<file path="config.mk">
export PLATFORM = sky130hd
export DESIGN_NAME = steer_sem_top
export DESIGN_NICKNAME = d
export VERILOG_FILES = /design/src/rtl/steer_sem_pkg.sv /design/src/rtl/steer_sem_decode.sv /design/src/rtl/steer_sem_prio_arb.sv /design/src/rtl/steer_sem_lock_core.sv /design/src/rtl/steer_sem_top.sv
export SDC_FILE = /design/constraint.sdc
export NUM_CORES = 1
export LEC_CHECK = 0
export ABC_AREA = 1
export BUFFER_PORTS_ARGS = -buffer_cell sky130_fd_sc_hd__buf_4
export CAP_MARGIN = 15
export CORE_AREA = 2 2 120 122
export CTS_BUF_LIST = sky130_fd_sc_hd__clkbuf_16
export DETAILED_ROUTE_END_ITERATION = 10
export DIE_AREA = 0 0 122 124
export PLACE_DENSITY = 0.47
export SLEW_MARGIN = 40
export SYNTH_ARGS = -nofsm -noshare
export SYNTH_HDL_FRONTEND = slang
export SYNTH_SLANG_ARGS = --single-unit
</file>
<file path="constraint.sdc">
create_clock -name clk -period 2.1 [get_ports clk]
set_input_delay 0.42 -clock clk [delete_from_list [all_inputs] [get_ports clk]]
set_output_delay 0.42 -clock clk [all_outputs]
set_load 0.005 [all_outputs]
</file>
<file path="src/rtl/steer_sem_pkg.sv">
package steer_sem_pkg;
  // Value that grants on read and releases on write.
  localparam int unsigned SEM_TOKEN = 1;

  typedef struct packed {
    logic rd;
    logic rel;
  } acc_kind_t;
endpackage

</file>
<file path="src/rtl/steer_sem_decode.sv">
module steer_sem_decode
  import steer_sem_pkg::*;
#(
  parameter int unsigned N_AGENTS = 4,
  parameter int unsigned DATA_W   = 32
) (
  input  logic [N_AGENTS-1:0]        req_valid,
  input  logic [N_AGENTS-1:0]        req_write,
  input  logic [N_AGENTS*DATA_W-1:0] req_wdata,
  output logic [N_AGENTS-1:0]        rd_vec,
  output logic [N_AGENTS-1:0]        rel_vec
);
  localparam logic [DATA_W-1:0] TOKEN = DATA_W'(SEM_TOKEN);

  for (genvar g = 0; g < N_AGENTS; g++) begin : g_dec
    acc_kind_t kind;
    always_comb begin
      kind.rd  = req_valid[g] && !req_write[g];
      kind.rel = req_valid[g] && req_write[g] &&
                 (req_wdata[g*DATA_W +: DATA_W] == TOKEN);
    end
    assign rd_vec[g]  = kind.rd;
    assign rel_vec[g] = kind.rel;
  end
endmodule

</file>
<file path="src/rtl/steer_sem_prio_arb.sv">
module steer_sem_prio_arb #(
  parameter int unsigned N_AGENTS = 4,
  localparam int unsigned ID_W    = (N_AGENTS > 1) ? $clog2(N_AGENTS) : 1
) (
  input  logic [N_AGENTS-1:0] req,
  output logic [N_AGENTS-1:0] gnt,
  output logic                any,
  output logic [ID_W-1:0]     gnt_id
);
  logic [N_AGENTS:0] blocked;
  assign blocked[0] = 1'b0;

  for (genvar g = 0; g < N_AGENTS; g++) begin : g_chain
    assign gnt[g]       = req[g] && !blocked[g];
    assign blocked[g+1] = blocked[g] || req[g];
  end

  assign any = blocked[N_AGENTS];

  always_comb begin
    gnt_id = '0;
    for (int i = N_AGENTS - 1; i >= 0; i--) begin
      if (req[i]) gnt_id = ID_W'(i);
    end
  end
endmodule

</file>
<file path="src/rtl/steer_sem_lock_core.sv">
module steer_sem_lock_core #(
  parameter int unsigned N_AGENTS = 4,
  localparam int unsigned ID_W    = (N_AGENTS > 1) ? $clog2(N_AGENTS) : 1
) (
  input  logic                clk,
  input  logic                rst_n,
  input  logic                take,
  input  logic [ID_W-1:0]     take_id,
  input  logic [N_AGENTS-1:0] rel_vec,
  input  logic                force_free,
  output logic                held,
  output logic [ID_W-1:0]     owner
);
  logic            held_q;
  logic [ID_W-1:0] owner_q;
  logic            owner_rel;

  assign owner_rel = held_q && rel_vec[owner_q];

  always_ff @(posedge clk or negedge rst_n) begin
    if (!rst_n) begin
      held_q  <= 1'b0;
      owner_q <= '0;
    end else if (force_free || owner_rel) begin
      held_q  <= 1'b0;
    end else if (!held_q && take) begin
      held_q  <= 1'b1;
      owner_q <= take_id;
    end
  end

  assign held  = held_q;
  assign owner = held_q ? owner_q : '0;
endmodule

</file>
<file path="src/rtl/steer_sem_top.sv">
module steer_sem_top
  import steer_sem_pkg::*;
#(
  parameter int unsigned N_AGENTS = 4,
  parameter int unsigned DATA_W   = 32,
  localparam int unsigned ID_W    = (N_AGENTS > 1) ? $clog2(N_AGENTS) : 1
) (
  input  logic                        clk,
  input  logic                        rst_n,
  input  logic [N_AGENTS-1:0]         req_valid,
  input  logic [N_AGENTS-1:0]         req_write,
  input  logic [N_AGENTS*DATA_W-1:0]  req_wdata,
  output logic [N_AGENTS-1:0]         rsp_valid,
  output logic [N_AGENTS*DATA_W-1:0]  rsp_data,
  input  logic                        maint_valid,
  input  logic [DATA_W-1:0]           maint_wdata,
  output logic                        busy,
  output logic [ID_W-1:0]             owner_id
);
  localparam logic [DATA_W-1:0] TOKEN = DATA_W'(SEM_TOKEN);

  logic [N_AGENTS-1:0] rd_vec, rel_vec, arb_req, gnt;
  logic                gnt_any, held, force_free;
  logic [ID_W-1:0]     gnt_id;

  steer_sem_decode #(.N_AGENTS(N_AGENTS), .DATA_W(DATA_W)) u_dec (
    .req_valid (req_valid),
    .req_write (req_write),
    .req_wdata (req_wdata),
    .rd_vec    (rd_vec),
    .rel_vec   (rel_vec)
  );

  assign force_free = maint_valid && (maint_wdata == TOKEN);
  assign arb_req    = (held || force_free) ? '0 : rd_vec;

  steer_sem_prio_arb #(.N_AGENTS(N_AGENTS)) u_arb (
    .req    (arb_req),
    .gnt    (gnt),
    .any    (gnt_any),
    .gnt_id (gnt_id)
  );

  steer_sem_lock_core #(.N_AGENTS(N_AGENTS)) u_core (
    .clk        (clk),
    .rst_n      (rst_n),
    .take       (gnt_any),
    .take_id    (gnt_id),
    .rel_vec    (rel_vec),
    .force_free (force_free),
    .held       (held),
    .owner      (owner_id)
  );

  assign busy = held;

  for (genvar g = 0; g < N_AGENTS; g++) begin : g_rsp
    always_ff @(posedge clk or negedge rst_n) begin
      if (!rst_n) begin
        rsp_valid[g]                  <= 1'b0;
        rsp_data[g*DATA_W +: DATA_W]  <= '0;
      end else begin
        rsp_valid[g]                  <= rd_vec[g];
        rsp_data[g*DATA_W +: DATA_W]  <= gnt[g] ? TOKEN : '0;
      end
    end
  end
endmodule

</file>
; Word-level counts from Yosys, hierarchy flattened
; Cells that the tools add are included.
[totals]
ff_bits = 42
inputBits = 171
output_inout_bits = 135
word_cells = 64
[op_classes]
n_lt_le_gt_ge = 1
eq_ne = 5
mux = 14
bitwise = 1
reduce_logical = 33
[op_table]
columns = operator, n
row1 = $eq 32x1->1 const B, 5
row2 = $logic_and 1x1->1, 18
row3 = $mux 2, 5
row4 = $logic_not 1->1, 8
row5 = $mux 1, 7
row6 = $logic_or 1x1->1, 5
row7 = $mux 4, 1
row8 = $lt 2x3->1 const B, 1
row9 = $bmux 1 s2, 1
row10 = $reduce_and 2->1, 1
row11 = $reduce_bool 2->1, 1
row12 = $not 1->1, 1

; Depth between registers and ports, before layout
; Gate-level depths: netlist of run 1.
[depth]
word_depth = 10
depth_mapped = 10
ltp_nobuf = 10

; By module
; Synthesis of run 1 repeated with hierarchy kept, for this count alone.
[hier_totals]
hier_cells = 354
area_unflattened_um2 = 2092.0
[modules_own_cells]
columns = mod, n_inst, cells_each, area_each_um2, seq_area_each_um2
row1 = steer_sem_top, 1, 173, 1301.2, 200.2
row2 = steer_sem_decode, 1, 136, 520.5, 0.0
row3 = steer_sem_lock_core, 1, 29, 202.7, 75.1
row4 = steer_sem_prio_arb, 1, 16, 67.6, 0.0

; Worst setup path before layout of run 1
; OpenSTA, ideal clock, no wires.
[synth_path]
path_kind = input to register
from = input port maint_wdata[27]
to = register u_core.held_q, in the netlist u_core.held
setup_ps = 117
arrival_time_ps = 1156
required_time_ps = 1983
setup_slack_ps = 827
cell_stages = 10
path_buffers = 0
cell_sequence = inv_1 nand2_1 nor2_1 nand2_1 nor2_4 nand3_4 o211ai_2 nand2_2 nor2_1 nor2_1
[synth_between]
elab_chain_cells = 9
elab_cells_between_ends = 11
classes_between = eq/ne (1) / mux (2) / reduce/logical (8)
[synth_lines]
columns = element, line_no
row1 = "start, declared", steer_sem_top.sv:16  ; input logic [DATA_W-1:0] maint_wdata,
row2 = $eq 32x1->1 (*), steer_sem_top.sv:34  ; assign force_free = maint_valid && (maint_wdata == TOKEN);
row3 = $logic_and 1x1->1 (*), steer_sem_top.sv:34
row4 = $logic_or 1x1->1, steer_sem_top.sv:35  ; assign arb_req = (held || force_free) ? '0 : rd_vec;
row5 = $mux 4, steer_sem_top.sv:35
row6 = $logic_or 1x1->1 (3 in a row), steer_sem_prio_arb.sv:15  ; assign blocked[g+1] = blocked[g] || req[g];
row7 = $logic_and 1x1->1, steer_sem_lock_core.sv:26  ; end else if (!held_q && take) begin
row8 = $reduce_bool 2->1 (no line), -
row9 = "end signal, assigned", steer_sem_lock_core.sv:22  ; held_q <= 1'b0;
row10 = "end signal, assigned", steer_sem_lock_core.sv:25  ; held_q <= 1'b0;
row11 = "end signal, assigned", steer_sem_lock_core.sv:27  ; held_q <= 1'b1;
row12 = "end, declared", steer_sem_lock_core.sv:14  ; logic held_q;
; Every way passes the cells marked *; elsewhere a longest branch is shown, timed or not.
; A chain may end at the register's enable or synchronous reset.

; Final worst setup path of run 1
[layout_path]
from = register u_core.held_q, in the netlist u_core.held
to = output port owner_id[0]
[layout_between]
elab_chain_cells = 1
[layout_lines]
columns = element, line_no
row1 = $mux 2, steer_sem_lock_core.sv:33  ; assign owner = held_q ? owner_q : '0;
row2 = "end, declared", steer_sem_top.sv:18  ; output logic [ID_W-1:0] owner_id
; No other way between the ends.

==> summary.md, run 1 <==
| Metric | Value |
|---|---|
| Tot Pwr | `1240 uW` |
| Final Hold Viols | `0` |
| R2r startpoint | `u_core.owner_q[0]` |
| Num Clock Sinks | `11` |
| Num CTS Buffers | `3` |
| Worst vdd ir | `0.179 mV` |
| Fin Setup TNS | `0 ns` |
| Placed instance count | `713` |
| Largest net degree at the start of global routing | `12` |
| CTS clk-pin slew, worst paths | `0.04 ns` |
| Core footprint | `around 14000 um^2` |
| Initial antenna violation count | `0` |
| Max Cap Violations | `0` |
| RSZ-0062 raised after global routing | `false` |
| Post-DP HPWL | `6670 um` |
| Share of cells above drive strength 1 | `37.4%` |
| Post-Route WL | `7040 um` |
| Setup crit start kind | `flop` |
| Seq/Total Area, Yosys | `12.8%` |
| Power Density | `370 nW/um^2` |
| Slew Viols, Final | `0` |
| Min Clock Period, post-route | `roughly 1.4 ns` |
| CP Capture Point | `owner_id[0]` |
| Critical path class | `flop to output port` |
| Post-cts sizing count | `0` |
| Drt initial violations | `15` |
| Die area | `15100 um^2` |
| Non-Filler Instances | `717` |
| Ports | `306` |
| DR WL/cell | `9.82 um` |
| Post-DR vias/cell | `3.19` |
| Syn avg cell area | `6.08 um^2` |
| Crit-path max FO | `6` |
| DIE WIDTH | `between 100 and 150 um` |
| Status | `completed` |
| Crit end category | `output port` |
| IO Port Bufs | `~180` |
| Post-CTS setup buffers | `0` |
| Fmax | `731 MHz` |
| RePlAce Congestion | `0.781` |
| Number of diodes | `0` |
| Yosys top cell by area | `buf_4` |
| DRC viols | `0` |
| Post-synthesis cell area | `2150 um^2` |
| Root Driver | `clkbuf_16` |
| Register bit total from synthesis | `11` |
| Area share of the largest cell type after synthesis | `between 40% and 50%` |
| First-pass GRT wire length | `9490 um` |
| Synth cell types | `21` |
| Final setup viols | `0` |
| Area growth, synth to finish | `55.6%` |
| # hold bufs at CTS | `0` |
| Post-route setup slack | `0.732 ns` |
| ANT nets after route | `0` |
| DIE HEIGHT | `124 um` |
| Clock latency on the worst-skew pair | `0.23 ns` |
| Dpl ws | `0.526 ns` |
| Crit. Startpoint | `u_core.held` |
| Top post-synthesis cells by area | `buf_4 43%, nor2_1 14%, dfrtp_1 13%` |
| LEAKAGE | `about 0.0019 uW` |
| Type of the tightest min-delay check | `input pin to asynchronous set/reset pin` |
| Drt pass-1 iters | `4` |
| CP required | `1.68 ns` |
| Clk buf depth | `2` |
| Period utilization | `around two thirds` |
| Tot GR Track Use | `8.05%` |
| Vias in the first global route | `1980` |
| FF-to-FF End | `u_core.held` |
| Vias | `2285` |
| Ys Warns | `0` |
| Final Skew | `0.00265 ns` |
| H-tree Lvls | `1` |
| Gate Count Post-Synth | `about 350` |
| Core Rows | `43` |
| Fin nets | `709` |
| Total congestion overflow | `0` |
| Reg2Reg Setup Slack | `0.75 ns` |
| CTS tree | `done` |
| R2R cell count | `9` |
| Initial core utilization | `15.6%` |
| CP Data Arrival Time | `0.95 ns` |
==> worst max-delay path: stages (launching register included) <==
cell     delay [ns]
dfrtp_1        0.45
nand2_1        0.10
inv_1          0.04
buf_4          0.12
==> cell type report <==
type | count | area [um^2]
multi-input cells | 303 | 1260
fillers | 1584 | 10400
well taps | 180 | 225
clock buffers | 3 | 75.1
repair buffers | 181 | 1360
clock inverters | 1 | 3.75
flip-flops and latches | 11 | 275
inverters | 38 | 143
==> synth_stat cells <==
master,n
conb_1,1
nor2_4,1
nand2_2,1
buf_4,124
nor2_2,3
o211ai_2,2
nor2_1,82
nand4_1,12
o21ai_1,1
a21oi_1,1
nand2_1,53
nand3b_2,1
or3_1,4
nand3_4,1
clkinv_1,1
nor4_1,1
nand3_1,7
nor3_1,9
inv_1,29
dfrtp_1,11
inv_2,8
==> per-layer routing <==
layer  vias to the layer above  global-route usage [%]  share of wire (%)  routed length [um]
met4                         0                    1.51               0.77                  54
li1                       1197                       -                  -                   -
met2                       154                    16.6                 52                3690
met3                         4                    1.47                 12                 874
met1                       930                    8.41                 34                2430
met5                         -                       0                  0                   0
==> per-stage QoR <==
step           area, um^2  hold WS, ns  utilization [%]
6_report             3340       0.0127             24.3
5_1_grt              3340       0.0163             24.3
3_3_place_gp         3260        0.267             23.8
4_1_cts              3340       0.0180             24.3
2_1_floorplan        2610        0.124                -
3_5_place_dp         3260        0.266             23.8
==> sequential cells by signal, summed over array words and instances (netlist names) <==
| signal | count |
|---|---|
| rsp_data | 4 |
| u_core.held | 1 |
| rsp_valid | 4 |
| u_core.owner_q | 2 |
==> worst min-delay path by stage <==
stage,startpoint,slack (ns),endpoint,cells after the start
final,rst_n,0.01,rsp_data[0],1
after global routing,rst_n,0.02,rsp_data[0],1
after CTS,rst_n,0.02,rsp_data[0],1
after detailed placement,rst_n,0.27,rsp_data[0],1
after global placement,rst_n,0.27,rsp_data[0],1
after floorplan,rst_n,0.12,rsp_data[0],0
==> kinds of logic (layout without fill, tap and decap cells) <==
logic type	Yosys count	count (layout)	synth area share, %
and+or+nand+nor	175	175	35.3
buffers and inverters	162	223	50.0
DFF	11	11	12.8
AOI/OAI and AO/OA	4	4	1.63
other	1	124	0.175
==> power by group <==
| group | switching [uW] | leakage [uW] | internal (uW) |
|---|---|---|---|
| logic | 282 | 0.00173 | 328 |
| registers | 42.1 | 0.000141 | 256 |
| clock network | 80.8 | 0.0000423 | 249 |
| total | 404 | 0.00191 | 832 |
==> cells in the final DEF (no fill, tap or decap) <==
master,n
inv_2,8
buf_4,181
nand3_4,1
or3_1,4
o211ai_2,2
nor3_1,9
clkbuf_16,3
dfrtp_1,11
nand2_2,1
nor2_1,82
o21ai_1,1
nor2_4,1
a21oi_1,1
nand2_1,53
conb_1,124
inv_1,30
nand3b_2,1
nor2_2,3
nor4_1,1
nand3_1,7
nand4_1,12
clkinv_1,1
(Power assumes the default switching activity.)
==> run 2: changes to the inputs <==
Settings changed: CORE_AREA 2 2 120 122 to 2 2 119 121, DIE_AREA 0 0 122 124 to 0 0 121 123, PLACE_DENSITY 0.47 to 0.48.
Clock period 2.1 ns to 1.3 ns, I/O delays scaled along.
==> run 2 against run 1 <==
  * The run now ends with setup timing left
  * Die area decreased by 1.6%
  * Critical endpoint unchanged
  * Non-clock buffer count rose by 9
  * Via count rose by 1.7%
  * Global-route usage up 0.59 points
  * Sequential power up 66%
  * Largest cell class unchanged
  * Combinational power rose by 84%
  * Highest routed layer unchanged
  * Critical path type unchanged
  * Worst setup slack worse by 0.80 ns
  * Wire length increased by 1.5%
==> summary.md, run 2 (synthesis results as in run 1) <==
| Metric | Value |
|---|---|
| Max Cap Violations | `0 (unchanged)` |
| CTS clk-pin slew, worst paths | `0.04 ns (about the same)` |
| Biggest regs | `rsp_data x4, rsp_valid x4, u_core.owner_q x2` |
| RePlAce Congestion | `0.721 (-7.7%)` |
| Post-DR vias/cell | `3.20 (+0.45%)` |
| Num CTS Buffers | `3 (unchanged)` |
| Share of cells above drive strength 1 | `40.5% (+3.0 points)` |
| Initial core utilization | `15.8% (+0.12 points)` |
| DIE HEIGHT | `123 um (-0.81%)` |
| Largest net degree at the start of global routing | `12 (unchanged)` |
| Post-route setup slack | `-0.0655 ns (-0.798 ns)` |
| Commonest non-fill, non-tap cell in the layout | `buf_4` |
| Final Skew | `0.00177 ns (-0.000877 ns)` |
| WHS Path Cells | `2` |
| RSZ-0062 raised after global routing | `true` |
| H-tree Lvls | `1 (unchanged)` |
| Num Clock Sinks | `11 (unchanged)` |
| Initial antenna violation count | `0 (unchanged)` |
| IO Port Bufs | `181 (unchanged)` |
| Clk buf depth | `2 (unchanged)` |
| Hold Path Origin | `req_write[2]` |
| Post-DP HPWL | `6670 um (about the same)` |
| Failing checks | `setup timing` |
| CP Data Arrival Time | `1.11 ns (+0.16 ns)` |
| Placed instance count | `718 (+0.70%)` |
| Die area | `14900 um^2 (-1.6%)` |
| R2r startpoint | `u_core.owner_q[0]` |
| Crit. Startpoint | `u_core.owner_q[0]` |
| Number of diodes | `0 (unchanged)` |
| Min Clock Period, post-route | `1.37 ns` |
| R2R cell count | `10 (+1)` |
| Commonest non-fill, non-tap cells in the layout | `189 x buf_4, 124 x conb_1, 80 x nor2_1` |
| DRC viols | `0 (unchanged)` |
| CP required | `1.04 ns (-0.64 ns)` |
| First-pass GRT wire length | `10000 um (+5.6%)` |
| DR WL/cell | `9.84 um (+0.20%)` |
| Vias in the first global route | `2104 (+6.3%)` |
| Root Driver | `clkbuf_16` |
| Crit end category | `output port` |
| LEAKAGE | `0.00197 uW (+2.9%)` |
| Post-Route WL | `7150 um (+1.5%)` |
| Period utilization | `105%` |
| DIE WIDTH | `121 um (-0.82%)` |
| Fmax | `732 MHz` |
| CTS tree | `done` |
| Worst vdd ir | `0.378 mV (+110%)` |
| Dpl ws | `-0.101 ns (-0.626 ns)` |
| ANT nets after route | `0 (unchanged)` |
| Core footprint | `13600 um^2 (-0.78%)` |
| Core Rows | `43 (unchanged)` |
| Final Hold Viols | `0 (unchanged)` |
| Status | `finished, violations left` |
| Non-Filler Instances | `726 (+1.3%)` |
| Type of the tightest min-delay check | `input pin to flop` |
| Crit-path max FO | `2 (-4)` |
| Drt initial violations | `29 (+14)` |
| Fin nets | `718 (+1.3%)` |
| Final setup viols | `1 (+1)` |
| Total congestion overflow | `0 (unchanged)` |
| Power Density | `624 nW/um^2 (+69%)` |
| Area growth, synth to finish | `61.0%` |
| Critical path class | `flop to output port` |
| Tot Pwr | `2160 uW (+74%)` |
| Vias | `2324 (+1.7%)` |
| Ports | `306 (unchanged)` |
| Fin Setup TNS | `-0.0655 ns (-0.0655 ns)` |
| Setup crit start kind | `flop` |
| Slew Viols, Final | `0 (unchanged)` |
| Clock latency on the worst-skew pair | `0.23 ns (about the same)` |
| Tot GR Track Use | `8.64% (+0.59 points)` |
| Drt pass-1 iters | `4 (unchanged)` |
[run 2: cell types whose count changed in the layout (fill, tap and decap cells not counted), sizes merged]
cell         previous run  this run
dlygate4sd3             0         1
buf                   181       189
[run 2: metal layers]
layer	vias up	track usage, %	routed length, um	part of all wire [%]
met1	945	9.23	2480	35
met4	0	1.96	53	0.74
li1	1217	-	-	-
met5	-	0	0	0
met3	4	1.98	880	12
met2	158	17.1	3730	52
[run 2: final timing paths]
| check | end | slack (ns) |
|---|---|---|
| max | owner_id[0] | -0.07 |
| min in group asynchronous | rsp_data[0] | 0.41 |
| min reg2reg | u_core.held | 0.64 |
| min | rsp_valid[2] | 0.26 |
| max in group asynchronous | u_core.held | 0.73 |
| max reg2reg | u_core.held | 0.01 |
[run 2: worst max-delay path, cell delays in order, from the launching register on]
cell	delay, ns
dfrtp_1	0.39
buf_4	0.15
buf_4	0.13
nand2_1	0.06
inv_1	0.03
buf_4	0.12
[run 2: cell type report]
type / instances / area (um^2)
Fill cell: 1565 / 10200
Timing Repair Buffer: 190 / 1430
Multi-Input combinational cell: 303 / 1300
Sequential cell: 11 / 277
Tap cell: 180 / 225
Inverter: 38 / 143
Clock buffer: 3 / 75.1
Clock inverter: 1 / 3.75
[run 2: where the power goes]
group	switching, uW	total, uW	internal [uW]
clock network	137	539	402
logic	495	1120	627
registers	78.7	495	416
[run 2: what timing repair did]
action | 4_1_cts | 5_1_grt
hold buffers | 1 | 0
endpoints found under the hold margin | 11 | 0
gates resized for setup | 1 | 11
setup endpoints to repair | 2 | 2
pin swaps | 5 | 8
setup buffers | 3 | 0
[run 2: stage by stage]
step | instance area, um^2 | hold WS (ns) | utilization [%]
floorplan | 2610 | -0.0356 | -
global placement | 3300 | 0.105 | 24.2
detailed placement | 3300 | 0.108 | 24.2
CTS | 3410 | 0.257 | 25.1
global route | 3460 | 0.280 | 25.4
finish | 3460 | 0.265 | 25.4
==> run 3: changes to the inputs <==
Settings changed: CORE_AREA 2 2 119 121 to 2 2 117 119, DIE_AREA 0 0 121 123 to 0 0 119 121, PLACE_DENSITY 0.48 to 0.49.
==> run 3 against run 2 <==
  * The flow now finishes without violations
  * Combinational power is essentially flat
  * Cell count rose by 0.14%
  * Sequential power is 3% lower
  * Critical path depth grew 4
  * Largest cell class unchanged
  * Largest power group unchanged
==> summary.md, run 3 (synthesis results as in run 1) <==
| Metric | Value |
|---|---|
| Vias in the first global route | `2160 (+2.7%)` |
| CP required | `1.42 ns (+0.38 ns)` |
| Final Hold Viols | `0 (unchanged)` |
| Root Driver | `clkbuf_16` |
| Commonest non-fill, non-tap cells in the layout | `193 x buf_4, 124 x conb_1, 81 x nor2_1` |
| Crit. Startpoint | `u_core.owner_q[0]` |
| DRC viols | `0 (unchanged)` |
| ANT nets after route | `0 (unchanged)` |
| CTS tree | `done` |
| Clock latency on the worst-skew pair | `0.23 ns (about the same)` |
| Crit-path max FO | `2 (unchanged)` |
| Commonest non-fill, non-tap cell in the layout | `buf_4` |
| RSZ-0062 raised after global routing | `true` |
| Max Cap Violations | `0 (unchanged)` |
| Period utilization | `97.5% (-7.5 points)` |
| Initial core utilization | `16.4% (+0.63 points)` |
| Drt pass-1 iters | `4 (unchanged)` |
| Status | `completed` |
| Fin Setup TNS | `0 ns (+0.0655 ns)` |
| Fmax | `789 MHz (+7.7%)` |
| Worst vdd ir | `0.261 mV (-31%)` |
| Clk buf depth | `2 (unchanged)` |
| Min Clock Period, post-route | `1.27 ns (-0.0975 ns)` |
| First-pass GRT wire length | `9980 um (-0.48%)` |
| DIE HEIGHT | `121 um (-1.6%)` |
| DR WL/cell | `9.56 um (-2.9%)` |
| Post-Route WL | `6950 um (-2.7%)` |
| Crit end category | `flop` |
| Slew Viols, Final | `0 (unchanged)` |
| Largest net degree at the start of global routing | `12 (unchanged)` |
| RePlAce Congestion | `0.711 (-1.3%)` |
| Biggest regs | `rsp_data x4, rsp_valid x4, u_core.owner_q x2` |
| Power Density | `612 nW/um^2 (-1.9%)` |
| Final Skew | `0.000472 ns (-0.00130 ns)` |
| Ports | `306 (unchanged)` |
| IO Port Bufs | `181 (unchanged)` |
| Number of diodes | `0 (unchanged)` |
| DIE WIDTH | `119 um (-1.7%)` |
| Core Rows | `42 (-2.3%)` |
| Total congestion overflow | `0 (unchanged)` |
| Share of cells above drive strength 1 | `40.5% (about the same)` |
| Tot Pwr | `2140 uW (-0.81%)` |
| Core footprint | `13100 um^2 (-3.9%)` |
| LEAKAGE | `0.00200 uW (+1.5%)` |
| Fin nets | `723 (+0.70%)` |
| Area growth, synth to finish | `62.9%` |
| Vias | `2333 (+0.39%)` |
| Setup crit start kind | `flop` |
| R2r startpoint | `u_core.owner_q[0]` |
| Hold Path Origin | `req_write[3]` |
| Critical path class | `flop to flop` |
| Final setup viols | `0 (-1)` |
| H-tree Lvls | `1 (unchanged)` |
| CTS clk-pin slew, worst paths | `0.04 ns (about the same)` |
| Initial antenna violation count | `0 (unchanged)` |
| Drt initial violations | `31 (+6.9%)` |
| CP Data Arrival Time | `1.39 ns (+0.28 ns)` |
| Die area | `14400 um^2 (-3.3%)` |
| Tot GR Track Use | `8.67% (+0.033 points)` |
| Num Clock Sinks | `11 (unchanged)` |
| Post-DP HPWL | `6560 um (-1.6%)` |
| Post-DR vias/cell | `3.21 (+0.25%)` |
| Num CTS Buffers | `3 (unchanged)` |
| Type of the tightest min-delay check | `input pin to flop` |
run 3: final timing paths:
check                               endpoint  slack [ns]  cells after the start
min reg2reg                u_core.owner_q[1]        0.62                      2
min in group asynchronous       rsp_data[96]        0.40                      2
max reg2reg                      u_core.held        0.03                      9
min                             rsp_valid[3]        0.33                      3
max in group asynchronous       rsp_valid[2]        0.76                      2
max                              u_core.held        0.03                      9
run 3: metal layers:
metal  wire, um  vias up  global-route usage (%)
met3        726        4                    1.83
met5          0        -                       0
met2       3660      154                    16.9
li1           -     1224                       -
met1       2520      951                    9.53
met4         49        0                    1.93
run 3: through the flow:
stage	hold slack (ns)	util [%]	cell area, um^2	instances	setup slack, ns
final	0.333	26.7	3490	727	0.0320
after global routing	0.333	26.7	3490	727	-0.0871
after CTS	0.334	26.5	3470	727	-0.00693
after detailed placement	0.104	25.5	3340	720	-0.112
after global placement	0.105	25.5	3340	720	-0.119
after floorplan	-0.0356	-	2610	476	0.177
run 3: area by class of cell:
cell class,count,area (um^2)
clock inverters,1,3.75
clock buffers,3,75.1
flip-flops and latches,11,275
inverters,38,145
fillers,1453,9590
repair buffers,195,1470
well taps,176,220
multi-input cells,303,1310
run 3: report_power, final:
group | internal, uW | leakage (uW) | switching [uW] | total [uW]
Sequential | 413 | 0.000141 | 68.5 | 481
Combinational | 630 | 0.00181 | 491 | 1120
Clock | 402 | 0.0000423 | 134 | 536
run 3: what timing repair did:
action	in CTS	in global routing
hold buffers	1	0
endpoints found under the hold margin	11	0
setup buffers	2	0
pin swaps	5	5
endpoints found under the setup margin	1	2
resized for setup	7	5
run 3: critical path: stages (launching register included):
cell     delay [ns]
dfrtp_1        0.40
buf_6          0.14
nor3_4         0.13
nand2_1        0.06
nor2_1         0.11
nand2_1        0.08
nand3_2        0.07
nand3_2        0.05
nand2_1        0.06
nor2_1         0.05
